### src/rtl/pwm_timer_pkg.sv
package pwm_timer_pkg;
  typedef struct packed {
    logic       abrupt;
    logic       act_low;
    logic       out_en;
    logic [2:0] div_sel;
  } chan_ctrl_t;

  localparam int CTRL_W = 6;

  typedef enum logic [1:0] {
    ADDR_CTRL  = 2'd0,
    ADDR_PER   = 2'd1,
    ADDR_DUTY  = 2'd2,
    ADDR_COUNT = 2'd3
  } reg_addr_e;
endpackage

### src/rtl/pwm_prescaler.sv
module pwm_prescaler #(
  parameter int SEL_W   = 3,
  parameter int MAX_SEL = 5
) (
  input  logic             clk,
  input  logic             rst_n,
  input  logic             run,
  input  logic [SEL_W-1:0] sel,
  output logic             tick
);
  localparam int DIV_W = 2 * MAX_SEL;

  logic [DIV_W-1:0] div_q;
  logic [DIV_W-1:0] term_tbl [MAX_SEL+1];
  logic [DIV_W-1:0] term;
  logic [SEL_W-1:0] sel_c;

  for (genvar g = 0; g <= MAX_SEL; g++) begin : g_term
    localparam int TERM = (1 << (2 * g)) - 1;
    assign term_tbl[g] = DIV_W'(TERM);
  end

  assign sel_c = (sel > SEL_W'(MAX_SEL)) ? SEL_W'(MAX_SEL) : sel;
  assign term  = term_tbl[sel_c];
  assign tick  = run && (div_q >= term);

  always_ff @(posedge clk) begin
    if (!rst_n)             div_q <= '0;
    else if (!run || tick)  div_q <= '0;
    else                    div_q <= div_q + 1'b1;
  end

  AST_IDLE_NO_TICK: assert property (@(posedge clk) disable iff (!rst_n)
    !run |=> (div_q == '0));
endmodule

### src/rtl/pwm_counter.sv
module pwm_counter #(
  parameter int W = 16
) (
  input  logic         clk,
  input  logic         rst_n,
  input  logic         tick,
  input  logic         load,
  input  logic [W-1:0] load_val,
  input  logic [W-1:0] period,
  output logic [W-1:0] cnt,
  output logic         wrap
);
  assign wrap = tick && !load && (cnt == period);

  always_ff @(posedge clk) begin
    if (!rst_n)     cnt <= '0;
    else if (load)  cnt <= load_val;
    else if (wrap)  cnt <= '0;
    else if (tick)  cnt <= cnt + 1'b1;
  end

  AST_WRAP_TO_ZERO: assert property (@(posedge clk) disable iff (!rst_n)
    (tick && !load && cnt == period) |=> (cnt == '0));
  AST_HOLD_NO_TICK: assert property (@(posedge clk) disable iff (!rst_n)
    (!tick && !load) |=> $stable(cnt));
endmodule

### src/rtl/pwm_out_stage.sv
module pwm_out_stage #(
  parameter int W = 16
) (
  input  logic         clk,
  input  logic         rst_n,
  input  logic         out_en,
  input  logic         act_low,
  input  logic         abrupt,
  input  logic [W-1:0] cnt,
  input  logic [W-1:0] duty,
  input  logic [W-1:0] period,
  input  logic         wrap,
  output logic         pin
);
  logic linger_q;
  logic drive;
  logic active;

  always_ff @(posedge clk) begin
    if (!rst_n)                 linger_q <= 1'b0;
    else if (out_en)            linger_q <= 1'b1;
    else if (abrupt || wrap)    linger_q <= 1'b0;
  end

  assign drive  = out_en || (linger_q && !abrupt);
  assign active = drive && (duty <= period) && (cnt >= duty);
  assign pin    = active ^ act_low;

  AST_DUTY_OVER_PERIOD: assert property (@(posedge clk) disable iff (!rst_n)
    (duty > period) |-> (pin == act_low));
  AST_ABRUPT_OFF: assert property (@(posedge clk) disable iff (!rst_n)
    (!out_en && abrupt) |-> (pin == act_low));
  AST_LINGER_ENDS: assert property (@(posedge clk) disable iff (!rst_n)
    (!out_en && wrap) |=> (out_en || pin == act_low));
endmodule

### src/rtl/pwm_timer_chan.sv
module pwm_timer_chan
  import pwm_timer_pkg::*;
#(
  parameter int W       = 16,
  parameter int MAX_SEL = 5
) (
  input  logic         clk,
  input  logic         rst_n,
  input  logic         cnt_en,
  input  logic         wr_en,
  input  logic [1:0]   wr_addr,
  input  logic [15:0]  wr_data,
  output logic         pwm_o
);
  chan_ctrl_t   ctrl_q;
  logic [W-1:0] per_q;
  logic [W-1:0] duty_q;
  logic [W-1:0] cnt;
  logic         tick;
  logic         wrap;
  logic         load;

  assign load = wr_en && (wr_addr == ADDR_COUNT);

  always_ff @(posedge clk) begin
    if (!rst_n) begin
      ctrl_q <= '0;
      per_q  <= '0;
      duty_q <= '0;
    end else if (wr_en) begin
      case (wr_addr)
        ADDR_CTRL: ctrl_q <= chan_ctrl_t'(wr_data[CTRL_W-1:0]);
        ADDR_PER:  per_q  <= W'(wr_data);
        ADDR_DUTY: duty_q <= W'(wr_data);
        default:   ;
      endcase
    end
  end

  pwm_prescaler #(.SEL_W(3), .MAX_SEL(MAX_SEL)) u_presc (
    .clk(clk), .rst_n(rst_n), .run(cnt_en), .sel(ctrl_q.div_sel), .tick(tick)
  );

  pwm_counter #(.W(W)) u_cnt (
    .clk(clk), .rst_n(rst_n), .tick(tick), .load(load),
    .load_val(W'(wr_data)), .period(per_q), .cnt(cnt), .wrap(wrap)
  );

  pwm_out_stage #(.W(W)) u_out (
    .clk(clk), .rst_n(rst_n), .out_en(ctrl_q.out_en), .act_low(ctrl_q.act_low),
    .abrupt(ctrl_q.abrupt), .cnt(cnt), .duty(duty_q), .period(per_q),
    .wrap(wrap), .pin(pwm_o)
  );

  AST_WRITE_LANDS: assert property (@(posedge clk) disable iff (!rst_n)
    (wr_en && wr_addr == ADDR_DUTY) |=> (duty_q == $past(W'(wr_data))));
endmodule

### config.mk
export PLATFORM = sky130hd
export DESIGN_NAME = pwm_timer_chan
export DESIGN_NICKNAME = d
export VERILOG_FILES = /design/src/rtl/pwm_timer_pkg.sv /design/src/rtl/pwm_prescaler.sv /design/src/rtl/pwm_counter.sv /design/src/rtl/pwm_out_stage.sv /design/src/rtl/pwm_timer_chan.sv
export SDC_FILE = /design/constraint.sdc
export NUM_CORES = 1
export LEC_CHECK = 0
export BUFFER_PORTS_ARGS = -buffer_cell sky130_fd_sc_hd__buf_2
export CAP_MARGIN = 40
export CORE_ASPECT_RATIO = 2
export CORE_UTILIZATION = 35
export CTS_BUF_LIST = sky130_fd_sc_hd__clkbuf_4 sky130_fd_sc_hd__clkbuf_8
export DETAILED_ROUTE_END_ITERATION = 6
export SLEW_MARGIN = 0
export SYNTH_ARGS = -nofsm -noshare
export SYNTH_HDL_FRONTEND = slang
export SYNTH_SLANG_ARGS = --single-unit
### constraint.sdc
create_clock -name clk -period 2.21 [get_ports clk]
set_input_delay 0.3315 -clock clk [delete_from_list [all_inputs] [get_ports clk]]
set_output_delay 0.3315 -clock clk [all_outputs]
set_load 0.02 [all_outputs]
== Yosys cells after proc, flatten, opt, wreduce, memory -nomap -nowiden ==
Memory sizes are Yosys's and may differ from the RTL's.
Cells that the tools add are included.

* ROM bits: 80
* Register bits: 65
* Output and inout bits: 1
* Input bits: 22
* Memories kept: 1
* Word-level logic and storage cells: 52

{| class="wikitable"
|+ Memory list
! memory !! depth !! width !! rd ports !! clocked after Yosys merged registers in !! wr ports !! RTL line !! source
|-
| (no name shown) || 8 || 10 || 1 || 0 || 0 || pwm_prescaler.sv:24 || <nowiki>assign term = term_tbl[sel_c];</nowiki>
|}

* Mux-type cells: 8
* Reductions and logical operators: 20
* Equality and inequality tests: 4
* Bitwise operators: 3
* $lt $le $gt $ge: 5
* Add/sub/neg operators: 2

{| class="wikitable"
|+ Operators by type and width
! kind !! number
|-
| 2-to-1 mux 16 bit || 3
|-
| 2-to-1 mux 10 bit || 2
|-
| adder 16 x 1 -> 16 bit, second input constant || 1
|-
| equality test 16 bit || 1
|-
| greater-or-equal comparator 16 bit || 1
|-
| <= comparator 16 bit || 1
|-
| adder 10 x 1 -> 10 bit, second input constant || 1
|-
| greater-or-equal comparator 10 bit || 1
|-
| logical AND 1 bit || 7
|-
| AND reduction 2 bit || 3
|-
| equality test 2 bit, second input constant || 2
|-
| greater-or-equal comparator 4 bit, second input constant || 1
|-
| NOT 3 -> 4 bit || 1
|-
| greater-than comparator 3 bit, second input constant || 1
|-
| logical NOT 1 bit || 3
|-
| logical OR 1 bit || 3
|-
| 2-to-1 mux 3 bit || 1
|-
| nonzero test 3 bit || 1
|-
| equality test 2 x 1 -> 1 bit, second input constant || 1
|-
| logical NOT 2 bit || 1
|-
| 2-to-1 mux 1 bit || 2
|-
| nonzero test 2 bit || 1
|-
| OR reduction 2 bit || 1
|-
| NOT 1 bit || 1
|-
| XOR 1 bit || 1
|}

== Depth between registers and ports, before layout ==
* Depth after elaboration: 13
* Mapped depth: 10
* Depth with buffers taken out: 8

== Modules after synthesis ==
Synthesis repeated with hierarchy kept, for this count alone.

* Cell total of the unflattened synthesis: 475
* Area total of the unflattened synthesis: 4,112.7 sq um

{| class="wikitable"
|+ By module, submodules not included
! module !! seq. area each (sq um) !! times used !! area an instance (sq um) !! cells each
|-
| pwm_timer_chan || 760.7 || 1 || 1,447.6 || 145
|-
| pwm_counter || 320.3 || 1 || 1,122.3 || 139
|-
| pwm_out_stage || 20.0 || 1 || 844.6 || 117
|-
| pwm_prescaler || 200.2 || 1 || 698.2 || 74
|}

== Worst setup path after synthesis ==
OpenSTA, ideal clock, no wires.

* Path kind: register to register
* From: reg ctrl_q[0] in the netlist's numbering
* To: reg u_cnt.cnt[13]
* Data required time: 2.088 ns
* Stages on the path, launching flop included: 11
* Path slack: -0.232 ns
* Data arrival time: 2.320 ns
* Setup time: 0.122 ns
* Path buffers: 2
* Clock period less this slack: 2.442 ns
* Path through: dfxtp_1 -> or3_1 -> ha_1 -> nand2b_1 -> a211oi_1 -> nor3_1 -> o21ai_1 -> buf_2 -> buf_2 -> nor3_1 -> a221o_1

* Cells in the longest elaborated chain, start to end: 12
* Elaborated cells on any way between the ends: 13
* Classes of those cells: order compare: 2; mux: 5; bitwise: 1; reduce/logical: 4; memory: 1

{| class="wikitable"
|+ Ends and longest elaborated chain
! item !! RTL line !! source
|-
| start: declaration || pwm_timer_chan.sv:15 || <nowiki>chan_ctrl_t ctrl_q;</nowiki>
|-
| start signal: assignment || pwm_timer_chan.sv:32 || <nowiki>ADDR_CTRL: ctrl_q <= chan_ctrl_t'(wr_data[CTRL_W-1:0]);</nowiki>
|-
| greater-than comparator 3 bit || pwm_prescaler.sv:23 || <nowiki>assign sel_c = (sel > SEL_W'(MAX_SEL)) ? SEL_W'(MAX_SEL) : sel;</nowiki>
|-
| 2-to-1 mux 3 bit * || pwm_prescaler.sv:23 ||
|-
| NOT 3 -> 4 bit (implied by the code) * || pwm_prescaler.sv:24 ||
|-
| memory read (8 x 10 bit) * || - ||
|-
| 2-to-1 mux 10 bit (implied by the code) * (2 in series) || pwm_prescaler.sv:24 ||
|-
| greater-or-equal comparator 10 bit * || pwm_prescaler.sv:25 || <nowiki>assign tick = run && (div_q >= term);</nowiki>
|-
| logical AND 1 bit * || pwm_prescaler.sv:25 ||
|-
| logical AND 1 bit (2 in series) || pwm_counter.sv:13 || <nowiki>assign wrap = tick && !load && (cnt == period);</nowiki>
|-
| 2-to-1 mux 16 bit || pwm_counter.sv:18 || <nowiki>else if (wrap) cnt <= '0;</nowiki>
|-
| 2-to-1 mux 16 bit || pwm_counter.sv:17 || <nowiki>else if (load) cnt <= load_val;</nowiki>
|-
| end signal: assignment || pwm_counter.sv:17 ||
|-
| end signal: assignment || pwm_counter.sv:19 || <nowiki>else if (tick) cnt <= cnt + 1'b1;</nowiki>
|-
| end: declaration || pwm_counter.sv:10 || <nowiki>output logic [W-1:0] cnt,</nowiki>
|}

Every way passes the cells marked *; elsewhere a longest branch is shown, timed or not. The select of a mux whose other input is x is not followed.
A chain may end at the register's enable or synchronous reset.

== Worst setup path in the final report ==
* From: reg duty_q[14]
* To: out pwm_o

* Cells in the longest elaborated chain, start to end: 4
* Elaborated cells on any way between the ends: 5
* Classes of those cells: order compare: 2; bitwise: 1; reduce/logical: 2

{| class="wikitable"
|+ Ends and longest elaborated chain
! item !! RTL line !! source
|-
| start: declaration || pwm_timer_chan.sv:17 || <nowiki>logic [W-1:0] duty_q;</nowiki>
|-
| start signal: assignment || pwm_timer_chan.sv:34 || <nowiki>ADDR_DUTY: duty_q <= W'(wr_data);</nowiki>
|-
| <= comparator 16 bit || pwm_out_stage.sv:26 || <nowiki>assign active = drive && (duty <= period) && (cnt >= duty);</nowiki>
|-
| logical AND 1 bit || pwm_out_stage.sv:26 ||
|-
| logical AND 1 bit * || pwm_out_stage.sv:26 ||
|-
| XOR 1 bit * || pwm_out_stage.sv:27 || <nowiki>assign pin = active ^ act_low;</nowiki>
|-
| end: declaration || pwm_timer_chan.sv:13 || <nowiki>output logic pwm_o</nowiki>
|}

Every way passes the cells marked *; elsewhere a longest branch is shown, timed or not.

==> flow_metrics.env <==
export IMPL_status="finished, violations left"
export IMPL_violations="setup timing"
export IMPL_wl_mm=12.3
export IMPL_rows=55
export IMPL_layout_drive_gt1_share_pct=31.7
export IMPL_fin_util_pct=48.6
export IMPL_ys_flop_type="dfxtp_1"
export IMPL_dieArea_um2=12300
export IMPL_die_height_um=156
export IMPL_io_buffers=22
export IMPL_wl_per_cell_um=16.5
export IMPL_clock_skew_ns=0.0116
export IMPL_stdcell_count=744
export IMPL_relSlewSlack_pct=66.7
export IMPL_drt_initial_drc_count=164
export IMPL_numCtsBuffers=9
export IMPL_drtAntennaViolNets=0
export IMPL_grt_max_degree=26
export IMPL_p_leak_nw=2.14
export IMPL_crit_path_start="duty_q[14]"
export IMPL_max_freq_ghz=0.393
export IMPL_path_clk_slew_ns=0.08
export IMPL_arrival_ns=2.21
export IMPL_clkLatencyLatePin_ns=0.36
export IMPL_hold_buffers=0
export IMPL_ys_seq_area_share_pct=31.4
export IMPL_holdWs_ns=0.231
export IMPL_rsz0062_at_grt="yes"
export IMPL_hpwl_mm=9.04
export IMPL_synth_seq_cells=65
export IMPL_stdcell_area_um2=5550
export IMPL_syn_area_um2=4140
export IMPL_regArea_um2=1320
export IMPL_start_kind="register"
export IMPL_setup_violations=18
export IMPL_viasPerCell=5.35
export IMPL_place_area_um2=4770
export IMPL_antenna_found_initial=0
export IMPL_first_global_vias=3946
export IMPL_cp_max_fo=3
export IMPL_timing_rr_start="ctrl_q[1]"
export IMPL_numClockSinks=65
export IMPL_post_route_min_period_ns=2.55
export IMPL_dr_pass1_iters=4
export IMPL_synth_area_per_cell_um2=8.01
export IMPL_synth_edf_count=0
export IMPL_syn_inst=517
export IMPL_dp_cells=713
export IMPL_cp_end_kind="output port"
export IMPL_vias=3983
export IMPL_worst_hold_path_type="input pin to register"
export IMPL_die_w_um=78.9
export IMPL_ys_warn_count=0
export IMPL_core_area_um2=11400
export IMPL_finalCritPeriodShare_pct=115
export IMPL_maxCapViolCount=0
export IMPL_fillerInstances=1147
export IMPL_gr_total_overflow=0
export IMPL_async_flop_share_pct=0
export IMPL_fin_ws_ns=-0.335
export IMPL_syn_to_final_growth_pct=34.0
export IMPL_htreeDepth=3
export IMPL_pre_cts_ws_ns=-0.299
export IMPL_grt_first_pass_wirelength_mm=19.2
export IMPL_root_buffer="clkbuf_8"
export IMPL_diodes=0
export IMPL_required_ns=1.88
export IMPL_start_util_pct=36.3
export IMPL_report_final_slew_viol_count=0
export IMPL_worst_pin_slew_ns=0.494
export IMPL_multi_input_area_um2=3000
export IMPL_place_gp_congestion=0.913
export IMPL_fin_nets=663
export IMPL_hp_start="wr_data[9]"
export IMPL_io_pins=23
export IMPL_hold_viol=0
export IMPL_clk_path_buf_depth=2
export IMPL_drc=0
export IMPL_cts_tree="done"
export IMPL_synth_nets=583
export IMPL_ys_types=50
export IMPL_path_class="register to output port"
export IMPL_grt_use_total_pct=20.6
export IMPL_ir_worst_vdd_mv=0.359
export IMPL_power_density_nw_per_um2=586
## Yosys cell counts, drive strengths merged, types with 2 or more instances
cell	number	area, µm²
o31ai	3	22.5
nand2	87	327
a31oi	7	43.8
o21a	4	30.0
xor2	6	52.6
a21boi	32	240
nand3	17	85.1
a21oi	13	65.1
or2	2	12.5
xnor2	19	166
nand2b	7	43.8
o21ai	24	120
and3	6	42.5
a21o	10	75.1
nor2b	10	62.6
a221o	6	60.1
clkbuf	21	80.1
nor3	8	40.0
or3	2	12.5
o2111ai	2	17.5
buf	4	20.0
inv	39	146
or4b	2	20.0
mux2i	5	50.1
or4	5	37.5
a211oi	3	22.5
dfxtp	65	1300
ha	44	551
nand3b	3	22.5
nor2	28	105
nand4	14	103
nor4	6	43.8
## cell usage in the layout (no fill, tap or decap), drive strengths merged, types with 2 or more instances in the layout
cell,n
nor2b,10
a31oi,7
nand3,17
or4b,2
xnor2,19
nor4,6
nand2,87
and3,6
a21oi,13
o2111ai,2
a21o,10
a21boi,32
mux2i,5
nand3b,3
o21a,4
clkbuf,9
ha,44
inv,40
clkinvlp,3
a211oi,3
or4,5
nor2,28
nor3,8
clkinv,2
buf,94
dfxtp,65
nand4,14
nand2b,7
or2,2
xor2,6
or3,2
o21ai,24
a221o,6
o31ai,3
## worst max-delay path, cell delays in order (launching register included)
cell and delay (ns):
dfxtp_2 0.36, inv_2 0.05, ha_4 0.26, nand4_1 0.15, nor2_2 0.19, o2111ai_2 0.11
o221a_2 0.29, a21oi_2 0.14, xor2_2 0.14, buf_4 0.15
## final timing paths
kind                       end  slack (ns)  depth (start not counted)
setup reg to reg  u_cnt.cnt[3]       -0.18                         11
hold reg to reg     duty_q[11]        0.49                          2
setup / recovery         pwm_o       -0.34                          9
hold / removal       duty_q[9]        0.23                          3
## report_power, final
group	internal (mW)	switching, mW
Clock	0.528	0.533
Sequential	1.22	0.0508
Combinational	0.447	0.471
Total	2.20	1.05
## routing by layer
metal	wire [µm]	up-vias	track usage, %
li1	-	1964	-
met1	4550	1878	20.2
met2	6670	100	38.6
met3	383	41	2.87
met4	679	0	14.1
met5	0	-	0
## state kept, by name, summed over array words and instances (netlist names)
register,count
ctrl_q,6
per_q,16
u_presc.div_q,10
duty_q,16
u_out.linger_q,1
u_cnt.cnt,16
## layout make-up
type / instances / share of cell area (%)
clock inverter: 7 / 1.42
clock buffer: 9 / 2.23
sequential: 65 / 23.8
tap: 142 / 3.20
multi-input combinational: 388 / 54.0
inverter: 39 / 2.64
timing repair buffer: 94 / 12.7
## per-stage QoR
step	TNS, ns	power [mW]
floorplan	-0.225	1.72
global placement	-2.53	1.99
detailed placement	-4.11	2.01
CTS	-2.80	3.21
global route	-3.01	3.39
finish	-2.03	3.25
## repair_timing
action                     in CTS  in global routing
resized for setup              71                 31
pin swaps                      40                 26
cloned                          1                  1
setup buffers                   9                  5
setup endpoints to repair      27                 28
## cells by family after synthesis
group / Yosys count / synth area share (%)
AND/OR/NAND/NOR: 199 / 23.6
AO/OA/AOI/OAI: 115 / 19.2
flip-flops: 65 / 31.4
buffers and inverters: 64 / 5.95
adder cells (fa/ha/maj): 44 / 13.3
XOR/XNOR: 25 / 5.29
multiplexers: 5 / 1.21
Note: power is estimated with default switching activity, not from simulation.
